<file path="src/rtl/fe_pkg.sv">
package fe_pkg;

   typedef enum logic [2:0] {
      SEL_MEM = 3'd0,
      SEL_MAR = 3'd1,
      SEL_PC  = 3'd2,
      SEL_MBR = 3'd3,
      SEL_AC  = 3'd4,
      SEL_IN  = 3'd5,
      SEL_OUT = 3'd6,
      SEL_IR  = 3'd7
   } sel_e;

   typedef enum logic [2:0] {
      ALU_NONE  = 3'd0,
      ALU_ADD   = 3'd1,
      ALU_SUB   = 3'd2,
      ALU_CLR   = 3'd3,
      ALU_SKNEG = 3'd4,
      ALU_SKZER = 3'd5,
      ALU_SKPOS = 3'd6,
      ALU_INCPC = 3'd7
   } alu_e;

   localparam int OPC_W  = 4;
   localparam int COND_W = 2;

   localparam logic [OPC_W-1:0] OPC_LOAD = 4'd1;
   localparam logic [OPC_W-1:0] OPC_ADD  = 4'd3;
   localparam logic [OPC_W-1:0] OPC_SUB  = 4'd4;
   localparam logic [OPC_W-1:0] OPC_HALT = 4'd7;
   localparam logic [OPC_W-1:0] OPC_SKIP = 4'd8;
   localparam logic [OPC_W-1:0] OPC_JUMP = 4'd9;

   // Last step index used by the longest execute sequence
   localparam int LAST_USED_STEP = 5;

endpackage

</file>
<file path="src/rtl/fe_step_ctr.sv">
module fe_step_ctr #(
   parameter int NUM_STEPS = 6,
   parameter bit ONE_HOT   = 1'b1
) (
   input  logic                 clk,
   input  logic                 rst_n,
   input  logic                 last,
   input  logic                 hold,
   output logic [NUM_STEPS-1:0] step_oh
);

   localparam int CNT_W = (NUM_STEPS > 1) ? $clog2(NUM_STEPS) : 1;

   generate
      if (NUM_STEPS < fe_pkg::LAST_USED_STEP + 1) begin : g_bad_depth
         $error("fe_step_ctr: NUM_STEPS too small for the longest instruction");
      end

      if (ONE_HOT) begin : g_onehot
         logic [NUM_STEPS-1:0] oh_q;
         always_ff @(posedge clk or negedge rst_n) begin
            if (!rst_n)       oh_q <= NUM_STEPS'(1);
            else if (hold)    oh_q <= oh_q;
            else if (last)    oh_q <= NUM_STEPS'(1);
            else              oh_q <= {oh_q[NUM_STEPS-2:0], 1'b0};
         end
         assign step_oh = oh_q;
      end else begin : g_binary
         logic [CNT_W-1:0] cnt_q;
         always_ff @(posedge clk or negedge rst_n) begin
            if (!rst_n)       cnt_q <= '0;
            else if (hold)    cnt_q <= cnt_q;
            else if (last)    cnt_q <= '0;
            else              cnt_q <= cnt_q + CNT_W'(1);
         end
         assign step_oh = NUM_STEPS'(1) << cnt_q;
      end
   endgenerate

   p_one_step_r3: assert property (@(posedge clk) disable iff (!rst_n)
      $countones(step_oh) == 1);

   p_wrap_r10: assert property (@(posedge clk) disable iff (!rst_n)
      (last && !hold) |=> step_oh[0]);

   p_hold_r8: assert property (@(posedge clk) disable iff (!rst_n)
      hold |=> $stable(step_oh));

endmodule

</file>
<file path="src/rtl/fe_ucode.sv">
module fe_ucode
   import fe_pkg::*;
#(
   parameter int NUM_STEPS = 6
) (
   input  logic [NUM_STEPS-1:0] step_oh,
   input  logic [OPC_W-1:0]     opc,
   input  logic [COND_W-1:0]    cond,
   output sel_e                 rd_sel,
   output sel_e                 wr_sel,
   output logic                 mem_rd,
   output logic                 mem_wr,
   output alu_e                 alu_op,
   output logic                 last,
   output logic                 hold
);

   // Shared execute body of Load, Add and Subtract
   logic is_mem_op;
   assign is_mem_op = (opc == OPC_LOAD) || (opc == OPC_ADD) || (opc == OPC_SUB);

   always_comb begin
      rd_sel = SEL_MEM;
      wr_sel = SEL_MEM;
      mem_rd = 1'b0;
      mem_wr = 1'b0;
      alu_op = ALU_NONE;
      last   = 1'b0;
      hold   = 1'b0;
      if (step_oh[0]) begin
         rd_sel = SEL_PC;
         wr_sel = SEL_MAR;
      end else if (step_oh[1]) begin
         mem_rd = 1'b1;
         wr_sel = SEL_IR;
      end else if (step_oh[2]) begin
         alu_op = ALU_INCPC;
      end else if (is_mem_op) begin
         if (step_oh[3]) begin
            rd_sel = SEL_IR;
            wr_sel = SEL_MAR;
         end else if (step_oh[4]) begin
            mem_rd = 1'b1;
            wr_sel = SEL_MBR;
         end else if (step_oh[5]) begin
            last = 1'b1;
            if (opc == OPC_LOAD) begin
               rd_sel = SEL_MBR;
               wr_sel = SEL_AC;
            end else if (opc == OPC_ADD) begin
               alu_op = ALU_ADD;
            end else begin
               alu_op = ALU_SUB;
            end
         end else begin
            last = 1'b1;
         end
      end else if (opc == OPC_HALT) begin
         hold = 1'b1;
      end else if (opc == OPC_SKIP) begin
         last = 1'b1;
         case (cond)
            2'b00:   alu_op = ALU_SKNEG;
            2'b01:   alu_op = ALU_SKZER;
            2'b10:   alu_op = ALU_SKPOS;
            default: alu_op = ALU_NONE;
         endcase
      end else if (opc == OPC_JUMP) begin
         last   = 1'b1;
         rd_sel = SEL_IR;
         wr_sel = SEL_PC;
      end else begin
         last = 1'b1;
      end
   end

endmodule

</file>
<file path="src/rtl/fe_ctl_top.sv">
module fe_ctl_top
   import fe_pkg::*;
#(
   parameter int NUM_STEPS = 6,
   parameter bit ONE_HOT   = 1'b1
) (
   input  logic                 clk,
   input  logic                 rst_n,
   input  logic [3:0]           dec_op,
   input  logic [1:0]           skip_cond,
   output logic [2:0]           rd_sel,
   output logic [2:0]           wr_sel,
   output logic                 mem_rd,
   output logic                 mem_wr,
   output logic [2:0]           alu_op,
   output logic [NUM_STEPS-1:0] step
);

   logic [NUM_STEPS-1:0] step_oh;
   logic                 last;
   logic                 hold;
   sel_e                 rd_e;
   sel_e                 wr_e;
   alu_e                 alu_e_w;

   fe_step_ctr #(
      .NUM_STEPS (NUM_STEPS),
      .ONE_HOT   (ONE_HOT)
   ) step_ctr_i (
      .clk     (clk),
      .rst_n   (rst_n),
      .last    (last),
      .hold    (hold),
      .step_oh (step_oh)
   );

   fe_ucode #(
      .NUM_STEPS (NUM_STEPS)
   ) ucode_i (
      .step_oh (step_oh),
      .opc     (dec_op),
      .cond    (skip_cond),
      .rd_sel  (rd_e),
      .wr_sel  (wr_e),
      .mem_rd  (mem_rd),
      .mem_wr  (mem_wr),
      .alu_op  (alu_e_w),
      .last    (last),
      .hold    (hold)
   );

   assign rd_sel = rd_e;
   assign wr_sel = wr_e;
   assign alu_op = alu_e_w;
   assign step   = step_oh;

   p_fetch_t0_t1_r2: assert property (@(posedge clk) disable iff (!rst_n)
      step[0] |=> step[1]);

   p_fetch_t1_t2_r2: assert property (@(posedge clk) disable iff (!rst_n)
      step[1] |=> step[2]);

   p_mem_rd_src_r11: assert property (@(posedge clk) disable iff (!rst_n)
      mem_rd |-> (rd_sel == 3'd0));

   p_no_mem_wr_r11: assert property (@(posedge clk) disable iff (!rst_n)
      !mem_wr);

   p_jump_single_r7: assert property (@(posedge clk) disable iff (!rst_n)
      (step[3] && dec_op == OPC_JUMP) |=> step[0]);

   p_halt_park_r8: assert property (@(posedge clk) disable iff (!rst_n)
      (step[3] && dec_op == OPC_HALT && $stable(dec_op)) |=> step[3]);

endmodule

</file>
<file path="config.mk">
export PLATFORM = sky130hd
export DESIGN_NAME = fe_ctl_top
export DESIGN_NICKNAME = d
export VERILOG_FILES = /design/src/rtl/fe_pkg.sv /design/src/rtl/fe_step_ctr.sv /design/src/rtl/fe_ucode.sv /design/src/rtl/fe_ctl_top.sv
export SDC_FILE = /design/constraint.sdc
export NUM_CORES = 1
export LEC_CHECK = 0
export CAP_MARGIN = 40
export CORE_AREA = 2 2 39 41
export CTS_BUF_LIST = sky130_fd_sc_hd__clkbuf_16
export DETAILED_ROUTE_END_ITERATION = 10
export DIE_AREA = 0 0 41 43
export DONT_BUFFER_PORTS = 1
export PLACE_DENSITY_LB_ADDON = 0.12
export SLEW_MARGIN = 20
export SYNTH_ARGS = -nofsm -noshare
export SYNTH_HDL_FRONTEND = slang
export SYNTH_SLANG_ARGS = --single-unit
</file>
<file path="constraint.sdc">
create_clock -name clk -period 2.8 [get_ports clk]
set_input_delay 0.56 -clock clk [delete_from_list [all_inputs] [get_ports clk]]
set_output_delay 0.56 -clock clk [all_outputs]
set_load 0.02 [all_outputs]
</file>
======== Word level (Yosys, flattened, before mapping) ========
Cells that the tools add are included.
operators by class
  eq/ne operators ......................... 8
  mux-type cells .......................... 53
  reductions and logical operators ........ 3
operator list
  cell                                           count
  2-to-1 mux 3 bit                               30
  2-to-1 mux 1 bit                               18
  case mux 3 bit (3 select lines)                1
  == test 4 x 3 -> 1 bit, second input constant  2
  == test 4 bit, second input constant           2
  2-to-1 mux 2 bit                               3
  2-to-1 mux 6 bit                               1
  == test 4 x 1 -> 1 bit, second input constant  1
  == test 4 x 2 -> 1 bit, second input constant  1
  == test 2 x 1 -> 1 bit, second input constant  1
  == test 2 bit, second input constant           1
  zero test 2 bit                                1
  logical OR 1 bit                               2
storage, ports and cells
  register bits after elaboration ......... 6
  word-level logic and storage cells ...... 65

======== Logic depth before layout (Yosys ltp) ========
Gate-level depths: netlist (run 1).
  word-level depth ........................ 10
  mapped depth ............................ 5
  mapped depth without buffers ............ 4

======== Hierarchy ========
From an unflattened synthesis (run 1), not the netlist that was laid out.
second synthesis, totals
  cell total of the unflattened synthesis .. 74
  area total of the unflattened synthesis .. 563.0 µm²
by module, submodules not included
  module       instances  cells an instance  area an instance (µm²)  seq. area each (µm²)
  fe_ucode     1          52                 314.1                   0.0
  fe_step_ctr  1          22                 249.0                   151.4

======== Worst setup path before layout (run 1) ========
OpenSTA, ideal clock, no wires.
  path type ............................... input to output
  start point ............................. in dec_op[3]
  end point ............................... out rd_sel[1]
  data arrival time ....................... 1908 ps
  required time ........................... 2240 ps
  path slack .............................. 332 ps
  stages .................................. 5
  cell sequence ........................... buf_6 > or4b_1 > nor2_1 > nor2_1 > o31ai_1
between the ends
  cells in the longest elaborated chain, start to end .. 9
ends and longest elaborated chain
  item                    line                            source
  from (decl)             fe_ctl_top.sv:9                 input logic [3:0] dec_op,
  == test 4 x 1 -> 1 bit  fe_ucode.sv:20, fe_ucode.sv:47
  2-to-1 mux 2 bit        fe_ucode.sv:47                  if (opc == OPC_LOAD) begin
  2-to-1 mux 3 bit        fe_ucode.sv:45                  end else if (step_oh[5]) begin
  2-to-1 mux 3 bit        fe_ucode.sv:42                  end else if (step_oh[4]) begin
  2-to-1 mux 3 bit        fe_ucode.sv:39                  if (step_oh[3]) begin
  2-to-1 mux 3 bit *      fe_ucode.sv:38                  end else if (is_mem_op) begin
  2-to-1 mux 3 bit *      fe_ucode.sv:36                  end else if (step_oh[2]) begin
  2-to-1 mux 3 bit *      fe_ucode.sv:33                  end else if (step_oh[1]) begin
  2-to-1 mux 3 bit *      fe_ucode.sv:30                  if (step_oh[0]) begin
  to (decl)               fe_ctl_top.sv:11                output logic [2:0] rd_sel,
Mark *: on every way between the ends. The rest lies on a longest branch, timed or not.

======== Worst setup path after layout (run 1) ========
  start point ............................. reg step_ctr_i.g_onehot.oh_q[2] (netlist: step_ctr_i.step_oh[2])
  end point ............................... out wr_sel[1]
between the ends
  cells in the longest elaborated chain, start to end .. 3
ends and longest elaborated chain
  item                    line               source
  from (decl)             fe_step_ctr.sv:20  logic [NUM_STEPS-1:0] oh_q;
  from (signal assigned)  fe_step_ctr.sv:23  else if (hold) oh_q <= oh_q;
  from (signal assigned)  fe_step_ctr.sv:25  else oh_q <= {oh_q[NUM_STEPS-2:0], 1'b0};
  2-to-1 mux 3 bit        fe_ucode.sv:36
  2-to-1 mux 3 bit        fe_ucode.sv:33
  2-to-1 mux 3 bit        fe_ucode.sv:30
  to (decl)               fe_ctl_top.sv:12   output logic [2:0] wr_sel,
Every way passes these cells.

==> flow_summary_export.csv, run 1 <==
group,metric,value,unit
floorplanning,io_pins,25,
logic_synthesis,seq_area_frac_synth,29.4,%
power,irDropWorstVdd,0.709,mV
routing,post_drt_wl_per_cell,14.9,um
routing,drc,0,
worst_setup_path,crit_fanout,7,
sta,clock_skew,3.70,ps
run_status,status,"completed",
worst_setup_path,ff2ff_setup_slack,1160,ps
worst_setup_path,cp.required,2240,ps
worst_setup_path,r2r-start,"step_ctr_i.step_oh[1]$_DFFE_PN0N_",
clock_network,cts_tree,"yes",
worst_setup_path,crit_type,"reg2out",
cells_and_area,synthToLayoutAreaGrowth,15.6,%
place,place_area,515,um^2
power,switching_share,47.0,%
cells_and_area,fin_nets,74,
cells_and_area,antenna_cells,0,
logic_synthesis,ys_ff_latch,6,
logic_synthesis,synthCells,64,
power,pwr-share-comb,36.3,%
logic_synthesis,synth_nets,72,
sta,rsz0062_at_grt,"false",
routing,vias_per_cell,6.01,
power,power_density,1280,mW/mm^2
cells_and_area,postLayoutCellArea,594,um^2
place,place_congestion,0.745,
clock_network,cts-buffers-inserted,3,
clock_network,clockRootBuffer,"clkbuf_16",
global_routing,grt_overflow,0,
floorplanning,die_y,43,um
sta,timing.final.crit_share,87.2,%
global_routing,grt_max_degree,10,
global_routing,grt_antenna_before_repair,0,
worst_setup_path,r2r_end,"step_ctr_i.step_oh[5]$_DFFE_PN0N_",
clock_network,cts_resized,0,
sta,clock.fmax,409,MHz
routing,drt-total-wl,1210,um
power,p_leak,0.229,nW
logic_synthesis,synth_area,514,um^2
routing,firstDrtPassIters,4,
clock_network,cts_max_level,1,
place,hpwl,950,um
clock_network,cts_setup_buffers,0,
floorplanning,coreArea,0.00138,mm^2
clock_network,clockBufferDepth,2,
sta,tns,0,ps
routing,drt-initial-drc-count,6,
cells_and_area,largest_reg_flops,6,
clock_network,ctsHoldBuffers,0,
sta,worst_slack,358,ps
clock_network,clkSinkCount,6,
clock_network,path_clk_slew,40,ps
sta,period_needed,2440,ps
sta,finalMaxSlewViolations,0,
power,internal-power,404,uW
logic_synthesis,syn_area_per_cell,8.04,um^2
worst_setup_path,worst_r2r_path_depth,4,
sta,tightest_slew,470,ps
sta,finalHoldViolCount,0,
floorplanning,rows,14,
sta,slew_headroom,67.9,%
floorplanning,initial_core_util,37.2,%
worst_setup_path,start_kind,"flop",
sta,setup-violations-final,0,
global_routing,grt_pass1_wl,1700,um
worst_setup_path,cp.arrival,1880,ps
power,p_sw,358,uW
cells_and_area,layout-drive-gt1-share,12.3,%
logic_synthesis,synth_warnings,0,
floorplanning,die_w,41,um
power,pwr-share-clk,30.7,%
global_routing,track_usage,14.5,%
power,seqPwrFrac,32.9,%
place,port_buffers,0,
job,drv_cap,0,
hold_path,hold_class,"in2async",
place,pre_cts_slack,472,ps
clock_network,clk_latency,230,ps
routing,drtAntennaViolNets,0,
floorplanning,die_area,0.00176,mm^2
logic_synthesis,netlist-cell-type-count,33,
global_routing,grt_pass1_vias,446,
routing,routed-via-count,487,
worst_setup_path,cp-end-kind,"output pin",
[worst max-delay path, cell delays in order (launching register included)]
cell and delay, ps:
dfrtp_1 500, a2111oi_0 520, nor2_1 140, a221oi_2 490
[cells in the mapped netlist]
| library cell | instances | area share, % |
|---|---|---|
| inv_1 | 5 | 3.7 |
| a21oi_4 | 1 | 3.2 |
| nand2b_1 | 1 | 1.2 |
| nor3b_1 | 3 | 4.4 |
| nand2_1 | 5 | 3.7 |
| o21a_1 | 1 | 1.5 |
| nor2_1 | 10 | 7.3 |
| a21oi_1 | 3 | 2.9 |
| conb_1 | 1 | 0.73 |
| buf_4 | 1 | 1.5 |
| o22ai_1 | 1 | 1.2 |
| nor3_1 | 1 | 0.97 |
| a2111oi_0 | 1 | 1.7 |
| clkbuf_1 | 2 | 1.5 |
| a211oi_1 | 1 | 1.5 |
| nand3_1 | 1 | 0.97 |
| a22o_1 | 2 | 3.4 |
| buf_6 | 1 | 2.2 |
| or3b_4 | 1 | 2.2 |
| o31ai_1 | 1 | 1.5 |
| o31a_1 | 2 | 3.4 |
| dfrtp_1 | 5 | 24 |
| nand4_1 | 1 | 1.2 |
| o21ai_1 | 1 | 0.97 |
| a31o_1 | 1 | 1.7 |
| dfstp_2 | 1 | 5.1 |
| or4b_1 | 2 | 3.9 |
| or2_1 | 1 | 1.2 |
| nor4_1 | 1 | 1.2 |
| a221oi_2 | 1 | 2.9 |
| nor4b_1 | 2 | 3.4 |
| nor2b_1 | 2 | 2.4 |
| a31oi_1 | 1 | 1.2 |
[through the flow]
step,hold WS (ps),cells,util (%),power [mW]
2_1_floorplan,264,64,-,0.480
3_3_place_gp,265,77,37.3,0.535
3_5_place_dp,265,77,37.3,0.533
4_1_cts,21.5,81,42.9,0.773
5_1_grt,21.0,81,42.9,0.811
6_report,25.1,81,42.9,0.762
[cells in the final DEF, fill, tap and decap left out, drive strengths merged, types with 2 or more instances in the layout]
master / count
clkbuf: 3
nor3b: 3
nor4b: 2
dfrtp: 5
nor2: 10
inv: 6
o31a: 2
a21oi: 4
or4b: 2
nand2: 5
a22o: 2
nor2b: 2
[final cells by class]
class | instances | area [um^2]
fillers | 147 | 790
well taps | 16 | 20.0
flip-flops and latches | 6 | 151
multi-input cells | 49 | 318
clock buffers | 3 | 75.1
repair buffers | 1 | 7.51
clock inverters | 1 | 3.75
inverters | 5 | 18.8
[worst max path at each step]
stage	slack, ps	end	cells past startpoint	start
global placement	480	wr_sel[1]	4	dec_op[1]
floorplan	330	rd_sel[1]	5	dec_op[3]
finish	360	wr_sel[1]	3	step_ctr_i.step_oh[2]$_DFFE_PN0N_
CTS	320	wr_sel[1]	3	step_ctr_i.step_oh[2]$_DFFE_PN0N_
detailed placement	470	wr_sel[1]	4	dec_op[1]
global route	250	wr_sel[1]	3	step_ctr_i.step_oh[2]$_DFFE_PN0N_
[cells by family (layout without fill, tap and decap cells)]
kind of cell | after synthesis | after routing | share of synthesized area (%)
buf+inv | 9 | 10 | 8.76
compound gates | 17 | 17 | 27.0
flops | 6 | 6 | 29.4
simple gates | 31 | 31 | 34.1
other cells | 1 | 1 | 0.729
[routing by layer]
layer | wire length, um | up-vias | global-route usage [%]
met4 | 31 | 0 | 12.0
met1 | 501 | 228 | 15.5
li1 | - | 235 | -
met3 | 89 | 3 | 2.09
met2 | 583 | 21 | 23.1
met5 | 0 | - | 0
[power by group through the flow]
stage	clock [mW]	sequential [mW]	combinational (mW)
floorplan	0	0.234	0.247
global placement	0	0.255	0.280
detailed placement	0	0.254	0.279
CTS	0.239	0.253	0.281
global route	0.242	0.263	0.305
finish	0.234	0.251	0.277
Note: power is estimated with default switching activity, not from simulation.
==> run 2: changes to the inputs <==
SKIP_LAST_GASP = 1   (was default)
==> results of run 2 <==
The final DEF is identical to that of run 1; final timing and power are the same.
